<file path="src/rtl/dcd_pkg.sv">
package dcd_pkg;

    typedef enum logic [2:0] {
        ST_IDLE,
        ST_WANT_COL,
        ST_WANT_INFO,
        ST_WANT_ADDR,
        ST_STREAM
    } dcd_state_e;

endpackage

</file>
<file path="src/rtl/dcd_classify.sv">
module dcd_classify #(
    parameter int ROW_W = 4,
    parameter int COL_W = 5
) (
    input  logic [7:0]       byte_data,
    output logic             is_row,
    output logic             is_stream,
    output logic [ROW_W-1:0] row_idx,
    output logic [COL_W-1:0] col_idx
);

    // Bit 7 separates row addresses from column addresses;
    // bit 6 of a column address requests the streaming format.
    always_comb begin
        is_row    = byte_data[7];
        is_stream = byte_data[6];
        row_idx   = byte_data[ROW_W-1:0];
        col_idx   = byte_data[COL_W-1:0];
    end

endmodule

</file>
<file path="src/rtl/dcd_addr.sv">
module dcd_addr #(
    parameter int NUM_ROWS = 11,
    parameter int NUM_COLS = 24,
    parameter int ROW_W    = 4,
    parameter int COL_W    = 5
) (
    input  logic             clk,
    input  logic             rst_n,
    input  logic             load_row,
    input  logic [ROW_W-1:0] row_in,
    input  logic             load_col,
    input  logic [COL_W-1:0] col_in,
    input  logic             advance,
    output logic [ROW_W-1:0] cur_row,
    output logic [COL_W-1:0] cur_col,
    output logic             in_range
);

    localparam logic [ROW_W:0]   ROW_LIM  = (ROW_W+1)'(NUM_ROWS);
    localparam logic [COL_W:0]   COL_LIM  = (COL_W+1)'(NUM_COLS);
    localparam logic [COL_W-1:0] LAST_COL = COL_W'(NUM_COLS - 1);

    always_ff @(posedge clk) begin
        if (!rst_n) begin
            cur_row <= '0;
            cur_col <= '0;
        end else begin
            if (load_row) begin
                cur_row <= row_in;
            end
            if (load_col) begin
                cur_col <= col_in;
            end else if (advance) begin
                // A column at or past the last one wraps to 0 and moves on one row.
                if (cur_col >= LAST_COL) begin
                    cur_col <= '0;
                    cur_row <= cur_row + 1'b1;
                end else begin
                    cur_col <= cur_col + 1'b1;
                end
            end
        end
    end

    always_comb begin
        in_range = ({1'b0, cur_row} < ROW_LIM) && ({1'b0, cur_col} < COL_LIM);
    end

endmodule

</file>
<file path="src/rtl/dcd_fsm.sv">
module dcd_fsm
    import dcd_pkg::*;
(
    input  logic clk,
    input  logic rst_n,
    input  logic byte_vld,
    input  logic frame_mark,
    input  logic is_row,
    input  logic is_stream,
    output logic load_row,
    output logic load_col,
    output logic do_write,
    output logic advance,
    output logic seq_err
);

    dcd_state_e state, nxt;

    always_ff @(posedge clk) begin
        if (!rst_n) begin
            state <= ST_IDLE;
        end else begin
            state <= nxt;
        end
    end

    always_comb begin
        nxt      = state;
        load_row = 1'b0;
        load_col = 1'b0;
        do_write = 1'b0;
        advance  = 1'b0;
        seq_err  = 1'b0;
        if (frame_mark) begin
            // Start or stop: any byte in this same cycle is ignored.
            nxt = ST_IDLE;
        end else if (byte_vld) begin
            unique case (state)
                ST_IDLE: begin
                    if (is_row) begin
                        load_row = 1'b1;
                        nxt      = ST_WANT_COL;
                    end else begin
                        seq_err = 1'b1;
                    end
                end
                ST_WANT_COL: begin
                    if (is_row) begin
                        load_row = 1'b1;
                    end else begin
                        load_col = 1'b1;
                        nxt      = is_stream ? ST_STREAM : ST_WANT_INFO;
                    end
                end
                ST_WANT_INFO: begin
                    do_write = 1'b1;
                    nxt      = ST_WANT_ADDR;
                end
                ST_WANT_ADDR: begin
                    if (is_row) begin
                        load_row = 1'b1;
                        nxt      = ST_WANT_COL;
                    end else if (is_stream) begin
                        // Streaming may only begin straight after a row address.
                        seq_err = 1'b1;
                    end else begin
                        load_col = 1'b1;
                        nxt      = ST_WANT_INFO;
                    end
                end
                ST_STREAM: begin
                    do_write = 1'b1;
                    advance  = 1'b1;
                end
                default: begin
                    nxt = ST_IDLE;
                end
            endcase
        end
    end

endmodule

</file>
<file path="src/rtl/dram_cmd_decoder.sv">
module dram_cmd_decoder #(
    parameter int NUM_ROWS = 11,
    parameter int NUM_COLS = 24,
    parameter int ROW_W    = 4,
    parameter int COL_W    = 5
) (
    input  logic             clk,
    input  logic             rst_n,
    input  logic             byte_vld,
    input  logic [7:0]       byte_data,
    input  logic             frame_start,
    input  logic             frame_stop,
    output logic             wr_en,
    output logic [ROW_W-1:0] wr_row,
    output logic [COL_W-1:0] wr_col,
    output logic [7:0]       wr_data,
    output logic             proto_err
);

    logic             is_row, is_stream;
    logic [ROW_W-1:0] row_idx, cur_row;
    logic [COL_W-1:0] col_idx, cur_col;
    logic             load_row, load_col, do_write, advance, seq_err, in_range;
    logic             frame_mark;

    assign frame_mark = frame_start | frame_stop;

    dcd_classify #(.ROW_W(ROW_W), .COL_W(COL_W)) u_cls (
        .byte_data (byte_data),
        .is_row    (is_row),
        .is_stream (is_stream),
        .row_idx   (row_idx),
        .col_idx   (col_idx)
    );

    dcd_fsm u_fsm (
        .clk        (clk),
        .rst_n      (rst_n),
        .byte_vld   (byte_vld),
        .frame_mark (frame_mark),
        .is_row     (is_row),
        .is_stream  (is_stream),
        .load_row   (load_row),
        .load_col   (load_col),
        .do_write   (do_write),
        .advance    (advance),
        .seq_err    (seq_err)
    );

    dcd_addr #(
        .NUM_ROWS (NUM_ROWS),
        .NUM_COLS (NUM_COLS),
        .ROW_W    (ROW_W),
        .COL_W    (COL_W)
    ) u_addr (
        .clk      (clk),
        .rst_n    (rst_n),
        .load_row (load_row),
        .row_in   (row_idx),
        .load_col (load_col),
        .col_in   (col_idx),
        .advance  (advance),
        .cur_row  (cur_row),
        .cur_col  (cur_col),
        .in_range (in_range)
    );

    always_ff @(posedge clk) begin
        if (!rst_n) begin
            wr_en     <= 1'b0;
            proto_err <= 1'b0;
            wr_row    <= '0;
            wr_col    <= '0;
            wr_data   <= '0;
        end else begin
            wr_en     <= do_write & in_range;
            proto_err <= seq_err | (do_write & ~in_range);
            if (do_write) begin
                wr_row  <= cur_row;
                wr_col  <= cur_col;
                wr_data <= byte_data;
            end
        end
    end

endmodule

</file>
<file path="config.mk">
export PLATFORM = sky130hd
export DESIGN_NAME = dram_cmd_decoder
export DESIGN_NICKNAME = d
export VERILOG_FILES = /design/src/rtl/dcd_pkg.sv /design/src/rtl/dcd_classify.sv /design/src/rtl/dcd_addr.sv /design/src/rtl/dcd_fsm.sv /design/src/rtl/dram_cmd_decoder.sv
export SDC_FILE = /design/constraint.sdc
export NUM_CORES = 1
export LEC_CHECK = 0
export BUFFER_PORTS_ARGS = -buffer_cell sky130_fd_sc_hd__buf_2
export CAP_MARGIN = 10
export CORE_UTILIZATION = 58
export CTS_CLUSTER_SIZE = 40
export DETAILED_ROUTE_END_ITERATION = 12
export PLACE_DENSITY = 0.91
export SETUP_SLACK_MARGIN = 0.2
export SYNTH_ARGS = -nofsm -noshare
export SYNTH_HDL_FRONTEND = slang
export SYNTH_HIERARCHICAL = 1
export SYNTH_SLANG_ARGS = --single-unit
</file>
<file path="constraint.sdc">
create_clock -name clk -period 4.3 [get_ports clk]
set_input_delay 0.215 -clock clk [delete_from_list [all_inputs] [get_ports clk]]
set_output_delay 0.215 -clock clk [all_outputs]
set_load 0.005 [all_outputs]
</file>
==> run summary <==
DRC = 0
Static leakage = 0.681 nW
Critical Path Start Type = input port
Ports = 32
Proportion of layout cells with a drive suffix above 1 = 0.289
CTS root buffer = clkbuf_4
Prevailing post-synth register cell = dfxtp_1
PortBufs = 31
Slowest stage cell, crit path = o21bai_2
Hold Fails Final Rpt = 0
Outcome = complete, no violations
WP data required = 4.54 ns
Worst Hold End = wr_data[5]
CP Max Fanout = 19
Switch Pwr = 0.121 mW
Setup tns final = 0 ns
Pin count of the biggest net entering global routing = 36
Arr. time, crit path = 2.29 ns
Area delta synth->final = 7.41%
Area of the core = 0.00273 sq mm
Global placement routability congestion = 0.920
Initial Utilization = 0.605
Clk network pwr share = 0.345
#FFs+latches synth = 31
CTS tree = done
Worst-path clk slew = 0.10 ns
Initial antenna violation count = 0
First-pass DRT Iterations = 4
RSZ-0062 raised after global routing = no
Gr usage total = 0.229
Row cnt = 19
CTS buffer count = 5
Vias in the first global route = 1181
Min Tclk post-route = 2.05 ns
# resized after CTS = 0
Fmax = 487 MHz
Worst Hold Class = input port to flop
Sw Ratio = 0.250
Layout Skew = 0.00838 ns
Hpwl dp = 2.15 mm
Max incr delay on CP = 0.94 ns
Die X = 55.4 microns
Pwr Total = 0.484 mW
Worst slack, placed = 1.92 ns
Worst rel slew slack = 0.215
Syn nets = 189
Die area = 0.00307 sq mm
Clock Latency Late Sink = 0.34 ns
Routed Antenna Nets = 0
CP Capture Type = flop
R2R Path End = wr_col[2]
Nets = 211
Fin crit share = 0.477
Sequential element share of the synthesized area = 0.375
Async S/R FF share, synth = 0
Fin util = 0.650
Internal = 0.363 mW
DRT iter0 DRCs = 52
Combinational share of power = 0.055
Clock sinks = 31
Crit-path cells = buf_2 -> or2_2 -> and2b_1 -> nand2b_1 -> o21bai_2 -> mux2i_1 -> nor2b_1
Filler cells = 226
Distinct cell type count after synthesis = 44
Mapped Area = 0.00166 sq mm
Post-route setup slack = 2.25 ns
Crit path kind = input port to flop
Postcts setup bufs = 0
Cells on worst reg2reg path = 4
Via count = 1315
Synthesis Warnings = 6
Pins over their slew limit = 0
Internal reg-to-reg setup slack = 2.27 ns
Routed wire length = 3.17 mm
Overflow after GRT = 0
Tightest Pin Transition = 1.18 ns
Placed Instances = 220
Wirelength per Cell = 13.9 microns
Setup violators final = 0
Critical R2R Launch = u_fsm/state[2]
Worst hold stages = 3
Vias/cell = 5.77
Sequential power share = 0.599
First-pass GRT wire length = 5.42 mm
Number of synthesized flops with an enable pin = 0
Ant. Diodes = 0
Synth Instances = 174
Peak supply drop = 0.000265 V
Chip height = 55.4 microns
Pwr dens = 272 mW/mm^2
Max cap viols = 0
HP Start = byte_data[5]
Finished Layout Cells = 228
CTS Hold Bufs = 0
Synth Area per Inst = 9.51 sq um
Clock H-tree levels = 2
CTS Buffer Depth = 2
## final cells by class
cell class / count / area, sq um / area share
multi-input combinational: 124 / 898 / 0.505
sequential: 31 / 621 / 0.349
timing repair buffer: 31 / 155 / 0.0873
clock buffer: 6 / 41.3 / 0.0232
tap: 31 / 38.8 / 0.0218
clock inverter: 2 / 12.5 / 0.00704
inverter: 3 / 11.3 / 0.00633
## critical path, delay by kind of cell
family	cells	cell delay (ns)
AO/OA/AOI/OAI	1	0.94
AND/OR/NAND/NOR	4	0.74
multiplexers	1	0.30
buffers and inverters	1	0.09
## power by group through the flow
stage	Sequential (mW)	Clock [mW]	Combinational, mW
final	0.290	0.167	0.0268
after floorplan	0.296	0	0.0212
after global placement	0.297	0	0.0255
after CTS	0.290	0.172	0.0266
after global routing	0.291	0.183	0.0297
after detailed placement	0.297	0	0.0263
## routing by layer
| metal | up-vias | global-route usage | part of all wire |
|---|---|---|---|
| li1 | 656 | - | - |
| met2 | 43 | 0.368 | 0.49 |
| met5 | - | 0 | 0 |
| met3 | 5 | 0.0468 | 0.054 |
| met1 | 611 | 0.287 | 0.44 |
| met4 | 0 | 0.121 | 0.016 |
## per-stage QoR
stage	hold slack [ns]	area, sq um
final	0.138	1780
after global routing	0.133	1780
after CTS	0.129	1780
after detailed placement	0.496	1720
after global placement	0.481	1720
after floorplan	0.313	1660
## worst max path at each step
| stage | cells past startpoint | slack (ns) | from | end |
|---|---|---|---|---|
| after floorplan | 7 | 2.55 | frame_stop | u_addr/cur_row[0] |
| after global placement | 7 | 2.00 | frame_stop | proto_err |
| after detailed placement | 7 | 1.92 | frame_stop | wr_col[2] |
| after CTS | 7 | 2.26 | frame_stop | wr_col[2] |
| after global routing | 7 | 2.12 | frame_stop | wr_data[0] |
| final | 7 | 2.25 | frame_stop | wr_col[2] |
## sequential cells by signal (all words and copies together), names as in the netlist
register / flops
wr_col: 5
u_addr/cur_col: 5
u_fsm/state: 3
proto_err: 1
u_addr/cur_row: 4
wr_data: 8
wr_en: 1
wr_row: 4
## kinds of logic (layout without fill, tap and decap cells)
kind of cell / after synthesis / after routing / synth area share
flops: 31 / 31 / 0.375
mux: 19 / 19 / 0.116
compound gates: 35 / 35 / 0.153
simple gates: 68 / 68 / 0.257
fa+ha+maj: 2 / 2 / 0.0151
buf+inv: 19 / 42 / 0.0847
## layout by cell type, fill, tap and decap left out, types with 3 or more instances in the layout
cell type   n
a21oi_1     6
nand2b_1    3
buf_2      31
nand2_1     7
nand4b_1    3
o21ai_0    10
nor2b_1    19
a21o_2      4
dfxtp_1    31
nand3_1     5
clkbuf_4    5
nand3b_1    3
nor2_1      9
a31oi_1     4
mux2i_1    18
and3_1      4
## synthesized netlist by cell type (3+ instances only)
cell	count	area share
nor2b_1	19	0.072
and3_1	4	0.015
nand2_1	7	0.016
a21oi_1	6	0.018
nor2_1	9	0.020
nand2b_1	3	0.011
nand4b_1	3	0.016
a21o_2	4	0.021
buf_4	12	0.054
o21ai_0	10	0.030
nand3b_1	3	0.014
mux2i_1	18	0.11
nand3_1	5	0.015
a31oi_1	4	0.015
dfxtp_1	31	0.37
(Power assumes the default switching activity.)
